### src/rtl/dma_pacer_pkg.sv
package dma_pacer_pkg;
   typedef enum logic [1:0] {
      ST_IDLE = 2'd0,
      ST_WAIT = 2'd1,
      ST_XFER = 2'd2,
      ST_DONE = 2'd3
   } pace_state_t;

   typedef enum logic [1:0] {
      DIR_P2M = 2'd0,
      DIR_M2P = 2'd1,
      DIR_M2M = 2'd2,
      DIR_RSV = 2'd3
   } pace_dir_t;
endpackage

### src/rtl/dma_pacer_remain.sv
module dma_pacer_remain
   import dma_pacer_pkg::*;
#(
   parameter int CNT_W   = 16,
   parameter int BURST_W = 5
) (
   input  logic               clk,
   input  logic               rst_n,
   input  logic               load,
   input  logic [CNT_W-1:0]   load_count,
   input  logic [BURST_W-1:0] load_burst,
   input  logic [1:0]         load_dir,
   input  logic               consume,
   input  logic [BURST_W-1:0] consume_len,
   output logic [CNT_W-1:0]   remain,
   output logic [BURST_W-1:0] burst_q,
   output pace_dir_t          dir_q,
   output logic               ge_burst,
   output logic [BURST_W-1:0] short_len,
   output logic               final_step
);
   localparam int PAD_W = CNT_W - BURST_W;

   logic [CNT_W-1:0] burst_ext;
   logic [CNT_W-1:0] len_ext;

   if (BURST_W > CNT_W) begin : g_bad_width
      $error("dma_pacer_remain: BURST_W must not exceed CNT_W");
   end

   if (PAD_W == 0) begin : g_same_width
      assign burst_ext = burst_q;
      assign len_ext   = consume_len;
   end else begin : g_pad_width
      assign burst_ext = {{PAD_W{1'b0}}, burst_q};
      assign len_ext   = {{PAD_W{1'b0}}, consume_len};
   end

   always_ff @(posedge clk or negedge rst_n) begin
      if (!rst_n) begin
         remain  <= '0;
         burst_q <= BURST_W'(1);
         dir_q   <= DIR_P2M;
      end else if (load) begin
         remain  <= load_count;
         // zero burst size behaves as one
         burst_q <= (load_burst == '0) ? BURST_W'(1) : load_burst;
         dir_q   <= pace_dir_t'(load_dir);
      end else if (consume) begin
         remain  <= remain - len_ext;
      end
   end

   assign ge_burst   = (remain >= burst_ext);
   assign short_len  = ge_burst ? burst_q : remain[BURST_W-1:0];
   assign final_step = (remain == len_ext);

   assert_no_underflow_R8: assert property (@(posedge clk) disable iff (!rst_n)
      consume |-> (len_ext <= remain));
endmodule

### src/rtl/dma_pacer_pick.sv
module dma_pacer_pick
   import dma_pacer_pkg::*;
#(
   parameter int BURST_W = 5
) (
   input  pace_dir_t          dir_q,
   input  logic               ge_burst,
   input  logic [BURST_W-1:0] burst_q,
   input  logic [BURST_W-1:0] short_len,
   input  logic               preq_burst,
   input  logic               preq_single,
   output logic               grant,
   output logic [BURST_W-1:0] grant_len,
   output logic               grant_clr
);
   localparam logic [BURST_W-1:0] ONE_ITEM = BURST_W'(1);

   always_comb begin
      grant     = 1'b0;
      grant_len = ONE_ITEM;
      grant_clr = 1'b0;
      unique case (dir_q)
         DIR_P2M: begin
            grant_clr = 1'b1;
            if (ge_burst) begin
               grant     = preq_burst;
               grant_len = burst_q;
            end else begin
               grant     = preq_single;
               grant_len = ONE_ITEM;
            end
         end
         DIR_M2P: begin
            grant     = preq_burst;
            grant_len = short_len;
            grant_clr = 1'b1;
         end
         DIR_M2M: begin
            grant     = 1'b1;
            grant_len = short_len;
         end
         default: begin
            grant = 1'b0;                // reserved code
         end
      endcase
   end
endmodule

### src/rtl/dma_chan_pacer.sv
module dma_chan_pacer
   import dma_pacer_pkg::*;
#(
   parameter int CNT_W   = 16,
   parameter int BURST_W = 5
) (
   input  logic               clk,
   input  logic               rst_n,
   input  logic               cfg_enable,
   input  logic [1:0]         cfg_dir,
   input  logic [CNT_W-1:0]   cfg_count,
   input  logic [BURST_W-1:0] cfg_burst,
   input  logic               preq_burst,
   input  logic               preq_single,
   output logic               pclr,
   output logic               ptc,
   output logic               xfer_start,
   output logic [BURST_W-1:0] xfer_len,
   input  logic               xfer_done,
   output logic [1:0]         status,
   output logic               done_pulse
);
   if (CNT_W < 2) begin : g_bad_cnt
      $error("dma_chan_pacer: CNT_W must be at least 2");
   end
   if (BURST_W < 1) begin : g_bad_burst
      $error("dma_chan_pacer: BURST_W must be at least 1");
   end

   pace_state_t        state;
   logic               start_q, clr_q, tc_q, done_q;
   logic [BURST_W-1:0] len_q;

   logic [CNT_W-1:0]   remain;
   logic [BURST_W-1:0] burst_q, short_len, grant_len;
   pace_dir_t          dir_q;
   logic               ge_burst, final_step, grant, grant_clr;
   logic               load, consume;

   assign load    = (state == ST_IDLE) && cfg_enable;
   assign consume = (state == ST_XFER) && xfer_done;

   dma_pacer_remain #(.CNT_W(CNT_W), .BURST_W(BURST_W)) u_remain (
      .clk        (clk),
      .rst_n      (rst_n),
      .load       (load),
      .load_count (cfg_count),
      .load_burst (cfg_burst),
      .load_dir   (cfg_dir),
      .consume    (consume),
      .consume_len(len_q),
      .remain     (remain),
      .burst_q    (burst_q),
      .dir_q      (dir_q),
      .ge_burst   (ge_burst),
      .short_len  (short_len),
      .final_step (final_step)
   );

   dma_pacer_pick #(.BURST_W(BURST_W)) u_pick (
      .dir_q      (dir_q),
      .ge_burst   (ge_burst),
      .burst_q    (burst_q),
      .short_len  (short_len),
      .preq_burst (preq_burst),
      .preq_single(preq_single),
      .grant      (grant),
      .grant_len  (grant_len),
      .grant_clr  (grant_clr)
   );

   always_ff @(posedge clk or negedge rst_n) begin
      if (!rst_n) begin
         state   <= ST_IDLE;
         start_q <= 1'b0;
         clr_q   <= 1'b0;
         tc_q    <= 1'b0;
         done_q  <= 1'b0;
         len_q   <= BURST_W'(1);
      end else begin
         start_q <= 1'b0;
         clr_q   <= 1'b0;
         tc_q    <= 1'b0;
         done_q  <= 1'b0;
         unique case (state)
            ST_IDLE: begin
               if (cfg_enable) begin
                  if (cfg_count == '0) begin
                     state  <= ST_DONE;
                     done_q <= 1'b1;
                  end else begin
                     state <= ST_WAIT;
                  end
               end
            end
            ST_WAIT: begin
               if (!cfg_enable) begin
                  state <= ST_IDLE;
               end else if (grant) begin
                  state   <= ST_XFER;
                  start_q <= 1'b1;
                  clr_q   <= grant_clr;
                  len_q   <= grant_len;
               end
            end
            ST_XFER: begin
               if (xfer_done) begin
                  if (!cfg_enable) begin
                     state <= ST_IDLE;
                  end else if (final_step) begin
                     state  <= ST_DONE;
                     done_q <= 1'b1;
                     tc_q   <= (dir_q != DIR_M2M);
                  end else begin
                     state <= ST_WAIT;
                  end
               end
            end
            default: begin
               if (!cfg_enable) state <= ST_IDLE;
            end
         endcase
      end
   end

   assign pclr       = clr_q;
   assign ptc        = tc_q;
   assign xfer_start = start_q;
   assign xfer_len   = len_q;
   assign status     = state;
   assign done_pulse = done_q;

   assert_idle_quiet_R1: assert property (@(posedge clk) disable iff (!rst_n)
      (state == ST_IDLE) |-> !(start_q || clr_q || tc_q));
   assert_single_len_R4: assert property (@(posedge clk) disable iff (!rst_n)
      (start_q && dir_q == DIR_P2M && !ge_burst) |-> (len_q == BURST_W'(1)));
   assert_len_bound_R5: assert property (@(posedge clk) disable iff (!rst_n)
      start_q |-> (len_q != '0 && len_q <= burst_q));
   assert_m2m_noclr_R6: assert property (@(posedge clk) disable iff (!rst_n)
      (start_q && dir_q == DIR_M2M) |-> !clr_q);
   assert_clr_pulse_R7: assert property (@(posedge clk) disable iff (!rst_n)
      clr_q |=> !clr_q);
   assert_clr_with_start_R7: assert property (@(posedge clk) disable iff (!rst_n)
      clr_q |-> (start_q && state == ST_XFER));
   assert_tc_last_R8: assert property (@(posedge clk) disable iff (!rst_n)
      tc_q |-> (done_q && state == ST_DONE));
   assert_abort_quiet_R9: assert property (@(posedge clk) disable iff (!rst_n)
      (state == ST_XFER && xfer_done && !cfg_enable) |=> (state == ST_IDLE && !tc_q && !done_q));
   assert_rsv_idle_R10: assert property (@(posedge clk) disable iff (!rst_n)
      (state == ST_WAIT && dir_q == DIR_RSV) |=> !start_q);
endmodule

### config.mk
export PLATFORM = sky130hd
export DESIGN_NAME = dma_chan_pacer
export DESIGN_NICKNAME = d
export VERILOG_FILES = /design/src/rtl/dma_pacer_pkg.sv /design/src/rtl/dma_pacer_remain.sv /design/src/rtl/dma_pacer_pick.sv /design/src/rtl/dma_chan_pacer.sv
export SDC_FILE = /design/constraint.sdc
export NUM_CORES = 1
export LEC_CHECK = 0
export CORE_UTILIZATION = 35
export CTS_BUF_LIST = sky130_fd_sc_hd__clkbuf_4 sky130_fd_sc_hd__clkbuf_8
export DETAILED_ROUTE_END_ITERATION = 10
export DONT_BUFFER_PORTS = 1
export PLACE_DENSITY = 0.51
export SYNTH_ARGS = -nofsm -noshare
export SYNTH_HDL_FRONTEND = slang
export SYNTH_SLANG_ARGS = --single-unit
### constraint.sdc
create_clock -name clk -period 8.2 [get_ports clk]
set_clock_uncertainty 0.05 [all_clocks]
set_input_delay 0.82 -clock clk [delete_from_list [all_inputs] [get_ports clk]]
set_output_delay 0.82 -clock clk [all_outputs]
set_load 0.02 [all_outputs]
# --- After elaboration in Yosys (flattened, before gate mapping) ---
# Cells that the tools add are included.
op_classes:
  addsub: 1
  n_lt_le_gt_ge: 1
  eq_ne: 10
  n_mux: 34
  n_reduce_logical: 11
ops:
  columns: ["operator", "n"]
  rows:
  - ["2-to-1 mux 16 bit", 2]
  - ["2-to-1 mux 1 bit", 17]
  - ["equality test 16 x 5 -> 1 bit", 1]
  - [">= comparator 16 x 5 -> 1 bit", 1]
  - ["logical NOT 16 bit", 1]
  - ["2-to-1 mux 2 bit", 8]
  - ["subtractor 16 x 5 -> 16 bit", 1]
  - ["2-to-1 mux 5 bit", 3]
  - ["case mux 5 bit (2 select lines)", 1]
  - ["!= test 2 bit (second input constant)", 3]
  - ["case mux 2 bit (3 select lines)", 1]
  - ["logical NOT 5 bit", 1]
  - ["equality test 2 x 1 -> 1 bit (second input constant)", 2]
  - ["equality test 2 bit (second input constant)", 2]
  - ["logical NOT 2 bit", 2]
  - ["!= test 4 x 1 -> 1 bit (second input constant)", 1]
  - ["AND reduction 4 bit", 1]
  - ["OR reduction 2 bit", 2]
  - ["!= test 3 bit (second input constant)", 1]
  - ["case mux 1 bit (3 select lines)", 1]
  - ["AND reduction 3 bit", 1]
  - ["logical AND 1 bit", 2]
  - ["case mux 1 bit (2 select lines)", 1]
  - ["nonzero test 2 bit", 1]
totals:
  register_bits: 34
  inputBits: 29
  out_inout_bits: 11

# --- Depth between registers and ports, before layout ---
depth:
  ltp_word: 6
  ltp_mapped: 9
  depth_no_buf: 9

# --- Cells and area by module ---
# From an unflattened synthesis, not the netlist that was laid out.
hier_totals:
  cells_unflattened: 239
  hier_area_um2: 2279.7
by_module_without_submodules:
  columns: ["module", "n_inst", "cells_each", "area_per_inst_um2"]
  rows:
  - ["dma_pacer_remain", 1, 165, 1540.2]
  - ["dma_chan_pacer", 1, 52, 569.3]
  - ["dma_pacer_pick", 1, 22, 170.2]

# --- Worst setup path after synthesis ---
# No wires, ideal clock.
synth_timing:
  path_kind: "register -> register"
  from: "register u_remain.remain[2]"
  to: "register len_q[0] (netlist: xfer_len[0])"
  arrival_time_ps: 2462
  t_required_ps: 8068
  slack_ps: 5606
  path_stages_with_launch: 8
  n_path_buf: 0
  path_cell_list: "dfrtp_1 > ha_1 > a211oi_1 > o21ai_1 > a211oi_4 > mux2_4 > a211oi_4 > mux2_4"
synth_between:
  elab_chain_cells: 4
  elab_cells_between_ends: 7
synth_lines:
  columns: ["element", "line_no", "source"]
  rows:
  - ["start: declaration", "dma_pacer_remain.sv:15", "output logic [CNT_W-1:0] remain,"]
  - ["start signal: assignment", "dma_pacer_remain.sv:45", "remain <= load_count;"]
  - ["start signal: assignment", "dma_pacer_remain.sv:50", "remain <= remain - len_ext;"]
  - [">= comparator 16 x 5 -> 1 bit (*)", "dma_pacer_remain.sv:54", "assign ge_burst = (remain >= burst_ext);"]
  - ["2-to-1 mux 1 bit", "dma_pacer_pick.sv:25", "if (ge_burst) begin"]
  - ["case mux 1 bit (3 select lines)", "dma_pacer_pick.sv:22", "unique case (dir_q)"]
  - ["AND reduction 3 bit (no line)", null, null]
  - ["end signal: assignment", "dma_chan_pacer.sv:103", "len_q <= grant_len;"]
  - ["end: declaration", "dma_chan_pacer.sv:32", "logic [BURST_W-1:0] len_q;"]
# Mark *: on every way between the ends. The rest lies on a longest branch, timed or not.
# A chain may end at the register's enable or synchronous reset.

# --- Final worst setup path ---
# Same ends and word-level chain as after synthesis.

==> results by stage <==
Clock tree:
- The clock slew seen by the registers of the worst setup and hold paths is 0.08 ns.
- The number of clock sinks is 34.
- The total CTS buffers is 5.
- The post-CTS setup-driven buffer insertion count is 0.
- The clock insertion delay at the later pin of the skew report is slightly below 0.3 ns.
- The clock passes through at most 2 buffers.
- The post-cts gate resize count is 0.
- The depth of the CTS H-tree is 2.
- For this design, the CTS-stage hold fixing added 0 buffers.
- In this run the clock root is driven by a sky130_fd_sc_hd__clkbuf_8.
- The CTS tree is built.

Synth:
- The number of warning messages in the yosys log is 0.
- The fraction of synthesis flops using an asynchronous set or reset pin is 100%.
- The area of the mapped netlist is 2160 µm².
- The count of flip-flops with a built-in enable after synthesis is 0.
- The biggest area consumer among synthesized cells is sky130_fd_sc_hd__dfrtp_1.
- The number of nets in the synthesized netlist is 275.
- The fraction of the yosys area taken by sequential cells is just under 40%.
- The synthesis-stage register bit count is 34.
- The mean post-synth cell area is between 9 and 10 µm².
- In the synthesized netlist, the cells that appear most often are sky130_fd_sc_hd__dfrtp_1 (32), sky130_fd_sc_hd__nor2_1 (32), sky130_fd_sc_hd__a21oi_1 (25), sky130_fd_sc_hd__inv_1 (19), sky130_fd_sc_hd__ha_1 (18).
- The commonest register cell after synthesis is sky130_fd_sc_hd__dfrtp_1.
- The cell count after synthesis is roughly 230.
- After synthesis, the netlist uses 38 different library cells.
- After synthesis, the largest area contributor takes up a little under two fifths of total cell area.
- Yosys attributes the largest share of cell area to sky130_fd_sc_hd__dfrtp_1 (37%), sky130_fd_sc_hd__ha_1 (10%), sky130_fd_sc_hd__a21oi_1 (5.8%).

STA:
- Setup repair after global routing left no endpoint under its margin.
- In the final timing run, aggregate negative setup slack is 0 ns.
- The final-report max-slew violation count came to 0.
- The final setup slack of the worst path is approximately 5.4 ns.
- The headroom to the max-slew limit is 59.9%.
- Setup violations remaining at the end of the flow were counted as 0.
- The minimum clock period is 2.80 ns.
- After layout, the worst path uses between 30% and 40% of the clock period.
- The upper clock frequency limit is roughly 360 MHz.
- The final hold slack is approximately 0.17 ns.
- The hold violation total from the final report was 0.
- For the pin with the worst max-slew slack, the measured transition is 0.602 ns.

Critical path:
- The worst setup path is launched from a flip-flop.
- In this run the critical register-to-register path is captured at xfer_len[0]$_DFFE_PN1P_.
- The timing endpoint of the critical path is xfer_len[0]$_DFFE_PN1P_.
- STA classifies the critical path endpoint as a flip-flop.
- The worst register-to-register path begins at u_remain.remain[2]$_DFFE_PN0P_.
- The largest fanout on the critical path is 8.
- For flop-to-flop paths, the worst setup slack is ~5.4 ns.
- The critical path starts at u_remain.remain[2]$_DFFE_PN0P_.
- Counting cells, the worst reg-to-reg path comes to 7.
- The worst endpoint required time is roughly 8.4 ns.
- The setup path with the least slack is of type reg -> reg.
- For the worst setup path, the data arrival time is just under 3 ns.

Power and ir drop:
- The part of the power in the clock network is about 17%.
- The analysis attributes to net switching a power of between 400 and 500 µW.
- The largest vdd supply drop is 147 µV.
- The fraction of power consumed by sequential logic is between 30% and 40%.
- Net switching is about 44% of the power.
- The internal portion of the total power is roughly 540 µW.
- The power per cell area is just over 400 nW/µm².
- The analysis attributes to cell leakage a power of a little under 0.001 µW.
- The combinational cell fraction of total power is a little under half.
- The design draws between 900 and 1000 µW.

Global route:
- Across every metal layer, demand over resource in global routing totals ~16%.
- The number of global-route vias before repair is between 1.5k and 2k.
- Entering global routing, the biggest net connects 35 pins.
- The initial antenna violation count is 0.
- The global route total overflow is 0.
- The global-route wire length before repair is roughly 8 mm.
- The met3 track utilization from global routing is 5.23%.
- The global-route track usage on met1 is about 22%.
- For this run, global-route usage on met2 was measured as 24.8%.
- After global routing, the most crowded layer is met2.

Cells and area:
- In the final layout, the multi-input gates occupy around 1200 µm².
- The sequential cells in the finished layout cover a total of roughly 850 µm².
- From synthesis to final layout, the design area changed by 9.10%.
- The fraction of final layout cells with drive strength greater than 1 is a little under a tenth.
- 0 antenna diodes ended up in the layout.
- The fill cell total of the finished layout is 602.
- The summed area of non-filler cells in the final layout is roughly 2400 µm².
- The final net count is 278.

Placement:
- The HPWL after detailed placement is around 3.6 mm.
- In this run the cell area measured after placement is 2240 µm².
- Port buffering added 0 buffers.
- The congestion estimate from routability-driven global placement came to a little under 0.8.
- Prior to clock tree synthesis, the placed netlist has a worst setup slack of about 5.4 ns.

Hold path:
- The path class of the tightest hold or removal check is in -> async.

Status:
- The flow ran to the end, and the final reports show no timing, DRC or antenna violations.

Drt:
- The total via count after detailed routing is approximately 1.6k.
- The total iterations of the first detailed-routing run is 4.
- The routed wire length is between 4 and 5 mm.
- After detailed routing, the number of remaining DRC violations is 0.
- The routed wirelength normalized by instance count is between 15 and 20 µm.
- The remaining number of nets flagged by the antenna check after routing is 0.
- The detailed router finished its first iteration with 86 violations.
- Dividing the detail-routed via count by the number of cells gives between 5 and 6.

Floorplan:
- The floorplan has 28 rows.
- The y dimension of the die is around 80 µm.
- The die covers 6490 µm².
- During I/O placement, the number of pins put on the boundary was 40.
- The die is 80.6 µm wide.
- The starting density of the core is a little over a third.
- The total area inside the core boundary comes to ~5900 µm².

Job:
- Across the run, the number of max-cap violations was 0.
[layer usage]
layer  vias to the layer above  wire length (µm)
met4                         0                31
met3                         2               248
li1                        806                 -
met1                       738              2260
met2                        33              2160
met5                         -                 0
[cells by family after synthesis]
| kind of cell | Yosys count | share of synthesized area (%) |
|---|---|---|
| DFF | 34 | 39.5 |
| xor gates and xnor gates | 12 | 4.87 |
| buffers and inverters | 24 | 4.17 |
| muxes | 15 | 7.88 |
| and+or+nand+nor | 78 | 18.3 |
| AOI/OAI and AO/OA | 45 | 14.0 |
| adders and majority gates | 19 | 11.4 |
[area by class of cell]
type,count,share of cell area (%)
Sequential cell,34,36.2
Clock inverter,2,1.59
Multi-Input combinational cell,169,51.6
Inverter,19,3.03
Clock buffer,6,3.24
Timing Repair Buffer,1,0.319
Tap cell,75,3.98
[power groups by stage]
| stage | clock [µW] | sequential [µW] | combinational (µW) |
|---|---|---|---|
| 6_report | 159 | 346 | 445 |
| 3_3_place_gp | 0 | 349 | 446 |
| 4_1_cts | 165 | 347 | 449 |
| 5_1_grt | 174 | 360 | 511 |
| 2_1_floorplan | 0 | 328 | 370 |
| 3_5_place_dp | 0 | 350 | 445 |
[cell usage in the layout, fill, tap and decap left out, drive strengths merged]
cell type  count
a211oi         4
bufinv         1
o22ai          2
nor3b          3
or2            3
xnor2          8
inv           19
a32oi          4
dfrtp         32
nand4          5
nor4b          2
mux2i          5
mux2          10
o21ai          4
nor2          32
a21oi         26
or3            1
xor2           4
clkinvlp       1
a21o           1
buf            1
dfstp          2
fa             1
clkbuf         6
nand3          3
o21a           3
nand2         10
ha            18
nor2b          3
nor3           9
o221ai         1
nor4           7
[sequential cells by signal, indices dropped and copies added, names as in the netlist]
register	count
pclr	1
status	2
ptc	1
xfer_start	1
xfer_len	5
u_remain.burst_q	5
u_remain.remain	16
u_remain.dir_q	2
done_pulse	1
[through the flow]
step / cells / utilization (%)
6_report: 306 / 39.8
5_1_grt: 306 / 39.8
2_1_floorplan: 227 / -
3_5_place_dp: 298 / 37.9
3_3_place_gp: 298 / 37.9
4_1_cts: 306 / 39.8
[how the worst min path moves through the flow]
stage,start,endpoint,slack [ns],cells past startpoint
4_1_cts,rst_n,status[1]$_DFFE_PN0P_,0.16,0
3_3_place_gp,u_remain.burst_q[0]$_DFFE_PN1P_,u_remain.burst_q[0]$_DFFE_PN1P_,0.43,2
3_5_place_dp,u_remain.burst_q[0]$_DFFE_PN1P_,u_remain.burst_q[0]$_DFFE_PN1P_,0.43,2
5_1_grt,rst_n,xfer_len[3]$_DFFE_PN0P_,0.14,0
2_1_floorplan,u_remain.burst_q[0]$_DFFE_PN1P_,u_remain.burst_q[0]$_DFFE_PN1P_,0.40,2
6_report,rst_n,u_remain.remain[12]$_DFFE_PN0P_,0.17,0
[worst max-delay path: stages (launching register included)]
cell and delay [ns]:
sky130_fd_sc_hd__dfrtp_1 0.42, sky130_fd_sc_hd__ha_1 0.32, sky130_fd_sc_hd__a211oi_1 0.22, sky130_fd_sc_hd__o21ai_1 0.13
sky130_fd_sc_hd__a211oi_4 0.41, sky130_fd_sc_hd__mux2_4 0.37, sky130_fd_sc_hd__a211oi_4 0.48, sky130_fd_sc_hd__mux2_4 0.34
(Power assumes the default switching activity.)
